File: config.mk
export PLATFORM = sky130hd
export DESIGN_NAME = tmr16_core
export DESIGN_NICKNAME = d
export VERILOG_FILES = /design/src/rtl/tmr16_pkg.sv /design/src/rtl/tmr16_ctrl.sv /design/src/rtl/tmr16_presc.sv /design/src/rtl/tmr16_count.sv /design/src/rtl/tmr16_core.sv
export SDC_FILE = /design/constraint.sdc
export NUM_CORES = 1
export LEC_CHECK = 0
export ABC_AREA = 0
export BUFFER_PORTS_ARGS = -buffer_cell sky130_fd_sc_hd__buf_4
export CAP_MARGIN = 20
export CELL_PAD_IN_SITES_DETAIL_PLACEMENT = 1
export CELL_PAD_IN_SITES_GLOBAL_PLACEMENT = 1
export CORE_UTILIZATION = 30
export CTS_CLUSTER_SIZE = 20
export DETAILED_ROUTE_END_ITERATION = 6
export PLACE_DENSITY_LB_ADDON = 0.1
export SYNTH_ARGS = -nofsm -noshare
export SYNTH_HDL_FRONTEND = slang
export SYNTH_SLANG_ARGS = --single-unit
File: constraint.sdc
create_clock -name clk -period 6.1 [get_ports clk]
set_input_delay 0.305 -clock clk [delete_from_list [all_inputs] [get_ports clk]]
set_output_delay 0.305 -clock clk [all_outputs]
set_load 0.02 [all_outputs]
File: src/rtl/tmr16_pkg.sv
package tmr16_pkg;
  typedef enum logic [1:0] {
    MODE_HALT = 2'b00,
    MODE_UP   = 2'b01,
    MODE_FREE = 2'b10,
    MODE_UPDN = 2'b11
  } tmr_mode_e;

  localparam int ADDR_W = 2;
  localparam logic [ADDR_W-1:0] A_CTRL   = 2'd0;
  localparam logic [ADDR_W-1:0] A_COUNT  = 2'd1;
  localparam logic [ADDR_W-1:0] A_PERIOD = 2'd2;

  // control field positions (fixed layout)
  localparam int B_FLAG    = 0;
  localparam int B_IE      = 1;
  localparam int B_CLR     = 2;
  localparam int B_MODE    = 4;
  localparam int B_DIV     = 6;
  localparam int B_SEL     = 8;
endpackage

File: src/rtl/tmr16_ctrl.sv
module tmr16_ctrl
  import tmr16_pkg::*;
#(
  parameter int W     = 16,
  parameter int DIV_W = 2,
  parameter int SEL_W = 2
) (
  input  logic             clk,
  input  logic             rst_n,
  input  logic             wr_ctrl,
  input  logic [W-1:0]     wdata,
  input  logic             ovf_set,
  output logic             flag_q,
  output logic             ie_q,
  output tmr_mode_e        mode_q,
  output logic [DIV_W-1:0] div_q,
  output logic [SEL_W-1:0] sel_q,
  output logic             clr_pulse
);
  // clear is a strobe only: never stored, so it always reads back as 0
  assign clr_pulse = wr_ctrl & wdata[B_CLR];

  always_ff @(posedge clk) begin
    if (!rst_n) begin
      flag_q <= 1'b0;
      ie_q   <= 1'b0;
      mode_q <= MODE_HALT;
      div_q  <= '0;
      sel_q  <= '0;
    end else begin
      // hardware set has priority over a software load of 0
      flag_q <= ovf_set | (wr_ctrl ? wdata[B_FLAG] : flag_q);
      if (wr_ctrl) begin
        ie_q   <= wdata[B_IE];
        mode_q <= tmr_mode_e'(wdata[B_MODE +: 2]);
        div_q  <= wdata[B_DIV +: DIV_W];
        sel_q  <= wdata[B_SEL +: SEL_W];
      end
    end
  end
endmodule

File: src/rtl/tmr16_presc.sv
module tmr16_presc #(
  parameter int DIV_W = 2
) (
  input  logic             clk,
  input  logic             rst_n,
  input  logic             tick,
  input  logic             run,
  input  logic             clr,
  input  logic [DIV_W-1:0] div,
  output logic             adv
);
  localparam int CNT_W = (1 << DIV_W) - 1;

  logic [CNT_W-1:0] pre_q;
  logic [CNT_W-1:0] mask;

  // mask = ratio - 1, built as a thermometer of width div
  always_comb begin
    for (int i = 0; i < CNT_W; i++) mask[i] = (i < int'(div));
  end

  // >= so that lowering the ratio mid-count cannot strand the counter
  assign adv = run & tick & ~clr & (pre_q >= mask);

  always_ff @(posedge clk) begin
    if (!rst_n || clr) begin
      pre_q <= '0;
    end else if (run && tick) begin
      pre_q <= (pre_q >= mask) ? '0 : pre_q + 1'b1;
    end
  end
endmodule

File: src/rtl/tmr16_count.sv
module tmr16_count
  import tmr16_pkg::*;
#(
  parameter int W = 16
) (
  input  logic         clk,
  input  logic         rst_n,
  input  logic         clr,
  input  logic         adv,
  input  tmr_mode_e    mode,
  input  logic [W-1:0] period,
  output logic [W-1:0] cnt_q,
  output logic         ovf_set
);
  localparam logic [W-1:0] ONE = W'(1);

  logic         up_q;
  logic [W-1:0] cnt_d;
  logic         up_d;

  always_comb begin
    cnt_d   = cnt_q;
    up_d    = up_q;
    ovf_set = 1'b0;
    if (adv) begin
      unique case (mode)
        MODE_UP: begin
          if (cnt_q >= period) begin
            cnt_d   = '0;
            ovf_set = 1'b1;
          end else begin
            cnt_d = cnt_q + ONE;
          end
        end
        MODE_FREE: begin
          cnt_d   = cnt_q + ONE;
          ovf_set = &cnt_q;
        end
        MODE_UPDN: begin
          if (period == '0) begin
            cnt_d = '0;
            up_d  = 1'b1;
          end else if (up_q && cnt_q < period) begin
            cnt_d = cnt_q + ONE;
          end else if (cnt_q == '0) begin
            cnt_d = ONE;
            up_d  = 1'b1;
          end else begin
            cnt_d = cnt_q - ONE;
            if (cnt_q == ONE) begin
              ovf_set = 1'b1;
              up_d    = 1'b1;
            end else begin
              up_d = 1'b0;
            end
          end
        end
        default: ;
      endcase
    end
  end

  always_ff @(posedge clk) begin
    if (!rst_n || clr) begin
      cnt_q <= '0;
      up_q  <= 1'b1;
    end else begin
      cnt_q <= cnt_d;
      up_q  <= up_d;
    end
  end
endmodule

File: src/rtl/tmr16_core.sv
module tmr16_core
  import tmr16_pkg::*;
#(
  parameter int W     = 16,
  parameter int DIV_W = 2,
  parameter int SEL_W = 2,
  localparam int NSRC = 1 << SEL_W
) (
  input  logic              clk,
  input  logic              rst_n,
  input  logic [NSRC-1:0]   src_tick,
  input  logic              reg_wr,
  input  logic [ADDR_W-1:0] reg_addr,
  input  logic [W-1:0]      reg_wdata,
  output logic [W-1:0]      reg_rdata,
  output logic              irq
);
  localparam int PAD_W = W - B_SEL - SEL_W;

  logic             flag_q, ie_q, clr_pulse, adv, ovf_set, tick_sel;
  tmr_mode_e        mode_q;
  logic [DIV_W-1:0] div_q;
  logic [SEL_W-1:0] sel_q;
  logic [W-1:0]     cnt_q, period_q;
  logic             wr_ctrl, wr_period;

  assign wr_ctrl   = reg_wr && reg_addr == A_CTRL;
  assign wr_period = reg_wr && reg_addr == A_PERIOD;
  assign tick_sel  = src_tick[sel_q];

  tmr16_ctrl #(.W(W), .DIV_W(DIV_W), .SEL_W(SEL_W)) u_ctrl (
    .clk(clk), .rst_n(rst_n), .wr_ctrl(wr_ctrl), .wdata(reg_wdata),
    .ovf_set(ovf_set), .flag_q(flag_q), .ie_q(ie_q), .mode_q(mode_q),
    .div_q(div_q), .sel_q(sel_q), .clr_pulse(clr_pulse)
  );

  tmr16_presc #(.DIV_W(DIV_W)) u_presc (
    .clk(clk), .rst_n(rst_n), .tick(tick_sel), .run(mode_q != MODE_HALT),
    .clr(clr_pulse), .div(div_q), .adv(adv)
  );

  tmr16_count #(.W(W)) u_count (
    .clk(clk), .rst_n(rst_n), .clr(clr_pulse), .adv(adv), .mode(mode_q),
    .period(period_q), .cnt_q(cnt_q), .ovf_set(ovf_set)
  );

  always_ff @(posedge clk) begin
    if (!rst_n)         period_q <= '0;
    else if (wr_period) period_q <= reg_wdata;
  end

  always_comb begin
    unique case (reg_addr)
      A_CTRL:   reg_rdata = {{PAD_W{1'b0}}, sel_q, div_q, mode_q, 2'b00, ie_q, flag_q};
      A_COUNT:  reg_rdata = cnt_q;
      A_PERIOD: reg_rdata = period_q;
      default:  reg_rdata = '0;
    endcase
  end

  assign irq = flag_q & ie_q;
endmodule

-- Word level (Yosys, flattened, before mapping)
Index checks and enable logic that the tools add are counted.
- bits in registers: 44
- output and inout bits: 17
- $add $sub $neg: 3
- order comparisons: 7
- equality and inequality tests: 7
- multiplexer cells: 20
- bitwise gates (word level): 7
- reductions and logical operators: 14
- operators by type and width (kind ; count):
    one-hot mux 16 bit (3 select lines) ; 2
    two-way mux 16 bit ; 4
    logical NOT 16 bit ; 2
    adder 16 x 1 -> 16 bit (second input constant) ; 1
    equality test 16 x 1 -> 1 bit (second input constant) ; 1
    >= comparator 16 bit ; 1
    < comparator 16 bit ; 1
    AND reduction 16 bit ; 1
    subtractor 16 x 1 -> 16 bit (second input constant) ; 1
    two-way mux 1 bit ; 11
    equality test 2 bit (second input constant) ; 3
    AND 1 bit ; 5
    equality test 2 x 1 -> 1 bit (second input constant) ; 2
    logical AND 1 bit ; 4
    < comparator 1 x 2 -> 1 bit (first input constant) ; 2
    adder 3 x 1 -> 3 bit (second input constant) ; 1
    >= comparator 3 bit ; 1
    < comparator 2 x 3 -> 1 bit (second input constant) ; 1
    two-way mux 3 bit ; 1
    one-hot mux 1 bit (3 select lines) ; 1
    AND reduction 3 bit ; 1
    nonzero test 3 bit ; 1
    binary-select mux 1 bit (select 2 bit) ; 1
    logical NOT 2 bit ; 1
    8 further kinds ; 8

-- Longest topological paths before layout
- depth in word-level cells: 8
- depth in mapped cells: 10
- mapped depth without buffers: 9

-- By module
A second synthesis with hierarchy kept.
- cell total of the unflattened synthesis: 438
- area total of the unflattened synthesis: 3543.4 µm²
- by module, submodules not included (module ; times used ; cells an instance ; area each (µm²)):
    tmr16_count ; 1 ; 275 ; 1983.2
    tmr16_core ; 1 ; 105 ; 972.2
    tmr16_ctrl ; 1 ; 26 ; 315.3
    tmr16_presc ; 1 ; 32 ; 272.8

-- Worst setup path before layout
Ideal clock, no wire load.
- path type: register -> register
- start point: register period_q[15]
- end point: register u_count.cnt_q[5]
- setup time: 0.070 ns
- arrival: 2.306 ns
- data required time: 6.030 ns
- slack: 3.724 ns
- stages on the path, launching flop included: 10
- path buffers: 0
- cells stage by stage: dfxtp_1 > inv_1 > ha_1 > nand4_4 > nor3_2 > or4_4 > o41a_4 > o2111ai_2 > o211ai_1 > a21oi_1
- cells in the longest elaborated chain, start to end: 5
- RTL lines (what ; line ; source):
    from (decl) ; tmr16_core.sv:24 ; logic [W-1:0] cnt_q, period_q;
    from (signal assigned) ; tmr16_core.sv:49 ; else if (wr_period) period_q <= reg_wdata;
    < comparator 16 bit ; tmr16_count.sv:43 ; end else if (up_q && cnt_q < period) begin
    logical AND 1 bit ; tmr16_count.sv:43 ;
    two-way mux 16 bit ; tmr16_count.sv:43 ;
    two-way mux 16 bit ; tmr16_count.sv:40 ; if (period == '0) begin
    one-hot mux 16 bit (3 select lines) * ; tmr16_count.sv:26 ; unique case (mode)
    to (signal assigned) ; tmr16_count.sv:68 ; cnt_q <= cnt_d;
    to (decl) ; tmr16_count.sv:12 ; output logic [W-1:0] cnt_q,
Every way passes the cells marked *; elsewhere a longest branch is shown, timed or not.
A chain may end at the register's enable or synchronous reset.

-- Worst setup path in the final report
- start point: register u_ctrl.div_q[1]
- end point: register u_count.cnt_q[2]
- cells in the longest elaborated chain, start to end: 4
- RTL lines (what ; line ; source):
    from (decl) ; tmr16_ctrl.sv:16 ; output logic [DIV_W-1:0] div_q,
    from (signal assigned) ; tmr16_ctrl.sv:36 ; div_q <= wdata[B_DIV +: DIV_W];
    < comparator 1 x 2 -> 1 bit / < comparator 2 bit (equally long branches) ; tmr16_presc.sv:19 ; for (int i = 0; i < CNT_W; i++) mask[i] = (i < int'(div));
    >= comparator 3 bit * ; tmr16_presc.sv:23 ; assign adv = run & tick & ~clr & (pre_q >= mask);
    AND 1 bit * ; tmr16_presc.sv:23 ;
    AND reduction 2 bit (no source line) * ; - ;
Marks and branches as above.

==> impl_metrics.py <==
metrics = {
    "setup_path": {
        "startpoint_type": "flip-flop",
        "end_kind": "flip-flop",
        "arrival_ns": 3.48,
        "cp_max_fo": 20,
        "cp.required_ns": 6.29,
        "path_class": "flip-flop to flip-flop",
    },
    "timing": {
        "tns_ns": 0,
        "rsz0062_at_grt": "false",
        "drv_slew": 0,
        "setup_viol": 0,
        "min_period_over_period_pct": 54.0,
        "relSlewSlack_pct": 41.2,
        "hold_viol": 0,
        "fmax_mhz": 304,
        "fin_skew_ns": 0.00783,
        "tightest_slew_ns": 0.880,
        "fin_crit_ns": 3.29,
    },
    "clocking": {
        "clkTransAtPathRegs_ns": 0.07,
        "post_cts_buffers": 0,
        "clockBufferDepth": 2,
        "tritoncts": "built",
        "cts_buffers": 5,
        "clk_latency_ns": 0.31,
        "clock_sinks": 44,
        "cts-resized-gates": 0,
        "cts-root-buf": "clkbuf_16",
        "htreeDepth": 2,
        "cts_hold_buf": 0,
    },
    "floorplanning": {
        "io_pins": 42,
        "dieArea_um2": 12200,
        "std_cell_rows": 39,
        "fp.dieH_um": 110,
        "core_area_um2": 11400,
        "fp.dieW_um": 110,
        "start_util_pct": 30.8,
    },
    "layout": {
        "area_delta_synth_final_pct": 15.1,
        "seq_area_um2": 881,
        "fillCellCount": 1421,
        "final_common_cell": "nand2_1",
        "multi_input_area_um2": 2420,
        "antennaDiodeCount": 0,
        "final_layout_size_suffix_gt1_share_pct": 15.3,
        "design_area_um2": 4050,
        "nets": 530,
        "final_cell_mix": "nand2_1, buf_4, dfxtp_1, a21oi_1, o21ai_0",
    },
    "yosys": {
        "seq_area_frac_synth_pct": 25.0,
        "yosysUniqueCellTypes": 67,
        "syn_inst": 462,
        "syn_area_um2": 3520,
        "synth_fp_nets": 510,
        "yosysWarnings": 0,
        "async_flop_share_pct": 0,
        "synth_ff_type": "dfxtp_1",
        "ys_ff_latch": 44,
        "synth_edf_count": 0,
        "synth.avg_cell_area_um2": 7.62,
    },
    "global_routing": {
        "grt_overflow": 0,
        "grt_pass1_vias": 3338,
        "grt_use_total_pct": 20.7,
        "grt_start_max_net_pins": 28,
        "grt_pass1_wl_um": 18600,
        "antenna_found_initial": 0,
    },
    "worst_hold_path": {
        "hold_class": "input pin to flip-flop",
    },
    "placed_design": {
        "numPortBuffers": 41,
        "gp_congestion": 0.741,
        "dp.final_hpwl_um": 8700,
        "placed_area_um2": 3890,
    },
    "detailed_routing": {
        "firstDrtPassIters": 4,
        "drt_wl_total_um": 11800,
        "via_per_inst": 5.42,
        "ant_nets": 0,
        "drtIter0Drc": 115,
        "wire_per_inst_um": 18.8,
        "via_count": 3394,
        "drc": 0,
    },
    "power_and_ir_drop": {
        "p_leak_nw": 1.53,
        "peakVddDrop_mv": 0.142,
        "p_per_area_nw_per_um2": 216,
    },
    "status": {
        "status": "completed",
    },
    "job": {
        "cap_viol_max_count": 0,
    },
}
critical path, cell delays in order, from the launching register on:
cell and delay [ns]:
dfxtp_1 0.33, or2_2 0.29, ha_1 0.27, nor2b_1 0.04, o21ai_0 0.53, nand3_1 0.76
a22oi_1 0.42, o21ai_0 0.12, a2111oi_0 0.30, nor2_1 0.10
flip-flops by register name, indices dropped and copies added (netlist names):
name           cells
u_ctrl.ie_q        1
u_ctrl.mode_q      2
period_q          16
u_ctrl.flag_q      1
u_ctrl.sel_q       2
u_count.cnt_q     16
u_count.up_q       1
u_presc.pre_q      3
u_ctrl.div_q       2
cell type report:
type	instances	share of cell area (%)
multi-input cells	364	59.8
repair buffers	44	8.15
clock inverters	2	0.370
clock buffers	6	3.43
flip-flops and latches	44	21.7
inverters	23	2.13
well taps	143	4.41
report_power, final:
| group | leakage [nW] | internal, W | switching, W | total (W) |
|---|---|---|---|---|
| registers | 0.357 | 0.000297 | 0.0000216 | 0.000319 |
| clock network | 0.0691 | 0.000164 | 0.000136 | 0.000299 |
| logic | 1.11 | 0.000102 | 0.000156 | 0.000258 |
| total | 1.53 | 0.000563 | 0.000314 | 0.000876 |
routing by layer:
metal	vias up	global-route usage (%)	routed length, um	part of all wire, %
li1	1696	-	-	-
met1	1628	27.4	5730	49
met2	58	34.4	5530	47
met3	12	3.17	339	2.9
met4	0	6.48	171	1.5
met5	-	0	0	0
logic make-up (layout without fill, tap and decap cells):
| logic type | after synthesis | count (layout) | synth area share [%] |
|---|---|---|---|
| adder cells (fa/ha/maj) | 23 | 23 | 8.17 |
| multiplexers | 16 | 16 | 4.90 |
| AND/OR/NAND/NOR | 191 | 191 | 28.2 |
| flip-flops | 44 | 44 | 25.0 |
| AO/OA/AOI/OAI | 125 | 125 | 25.2 |
| buffers and inverters | 54 | 75 | 6.32 |
| XOR/XNOR | 9 | 9 | 2.24 |
synthesized netlist by cell type (8+ instances only):
cell type,count,area share [%]
a21boi_0,17,3.6
and2_1,8,1.4
mux2i_1,15,4.3
o21ai_0,29,4.1
nor3_1,15,2.1
inv_1,23,2.5
nor2_1,24,2.6
a21oi_1,30,4.3
a22o_1,8,2.0
clkbuf_1,21,2.2
nor2b_1,16,2.8
dfxtp_1,44,25
nand2_1,75,8.0
ha_1,23,8.2
nand3_1,8,1.1
metrics by stage:
| stage | total power [W] | hold slack (ns) | cells | setup slack [ns] | utilization, % |
|---|---|---|---|---|---|
| CTS | 0.000886 | 0.253 | 625 | 2.77 | 35.4 |
| global placement | 0.000580 | 0.491 | 617 | 2.98 | 34.1 |
| detailed placement | 0.000582 | 0.502 | 617 | 2.79 | 34.1 |
| finish | 0.000876 | 0.258 | 626 | 2.81 | 35.5 |
| global route | 0.000924 | 0.262 | 626 | 2.51 | 35.5 |
| floorplan | 0.000501 | 0.450 | 462 | 3.72 | - |
worst paths after layout:
check	startpoint	endpoint	slack [ns]	depth (start not counted)
setup / recovery	u_ctrl.div_q[1]$_SDFFE_PN0P_	u_count.cnt_q[2]$_SDFFE_PP0P_	2.81	9
hold / removal	reg_wdata[3]	period_q[3]$_SDFFE_PN0P_	0.26	3
setup reg to reg	u_ctrl.div_q[1]$_SDFFE_PN0P_	u_count.cnt_q[2]$_SDFFE_PP0P_	2.81	9
hold reg to reg	u_presc.pre_q[2]$_SDFFE_PP0P_	u_presc.pre_q[2]$_SDFFE_PP0P_	0.51	2
Note: power is estimated with default switching activity, not from simulation.
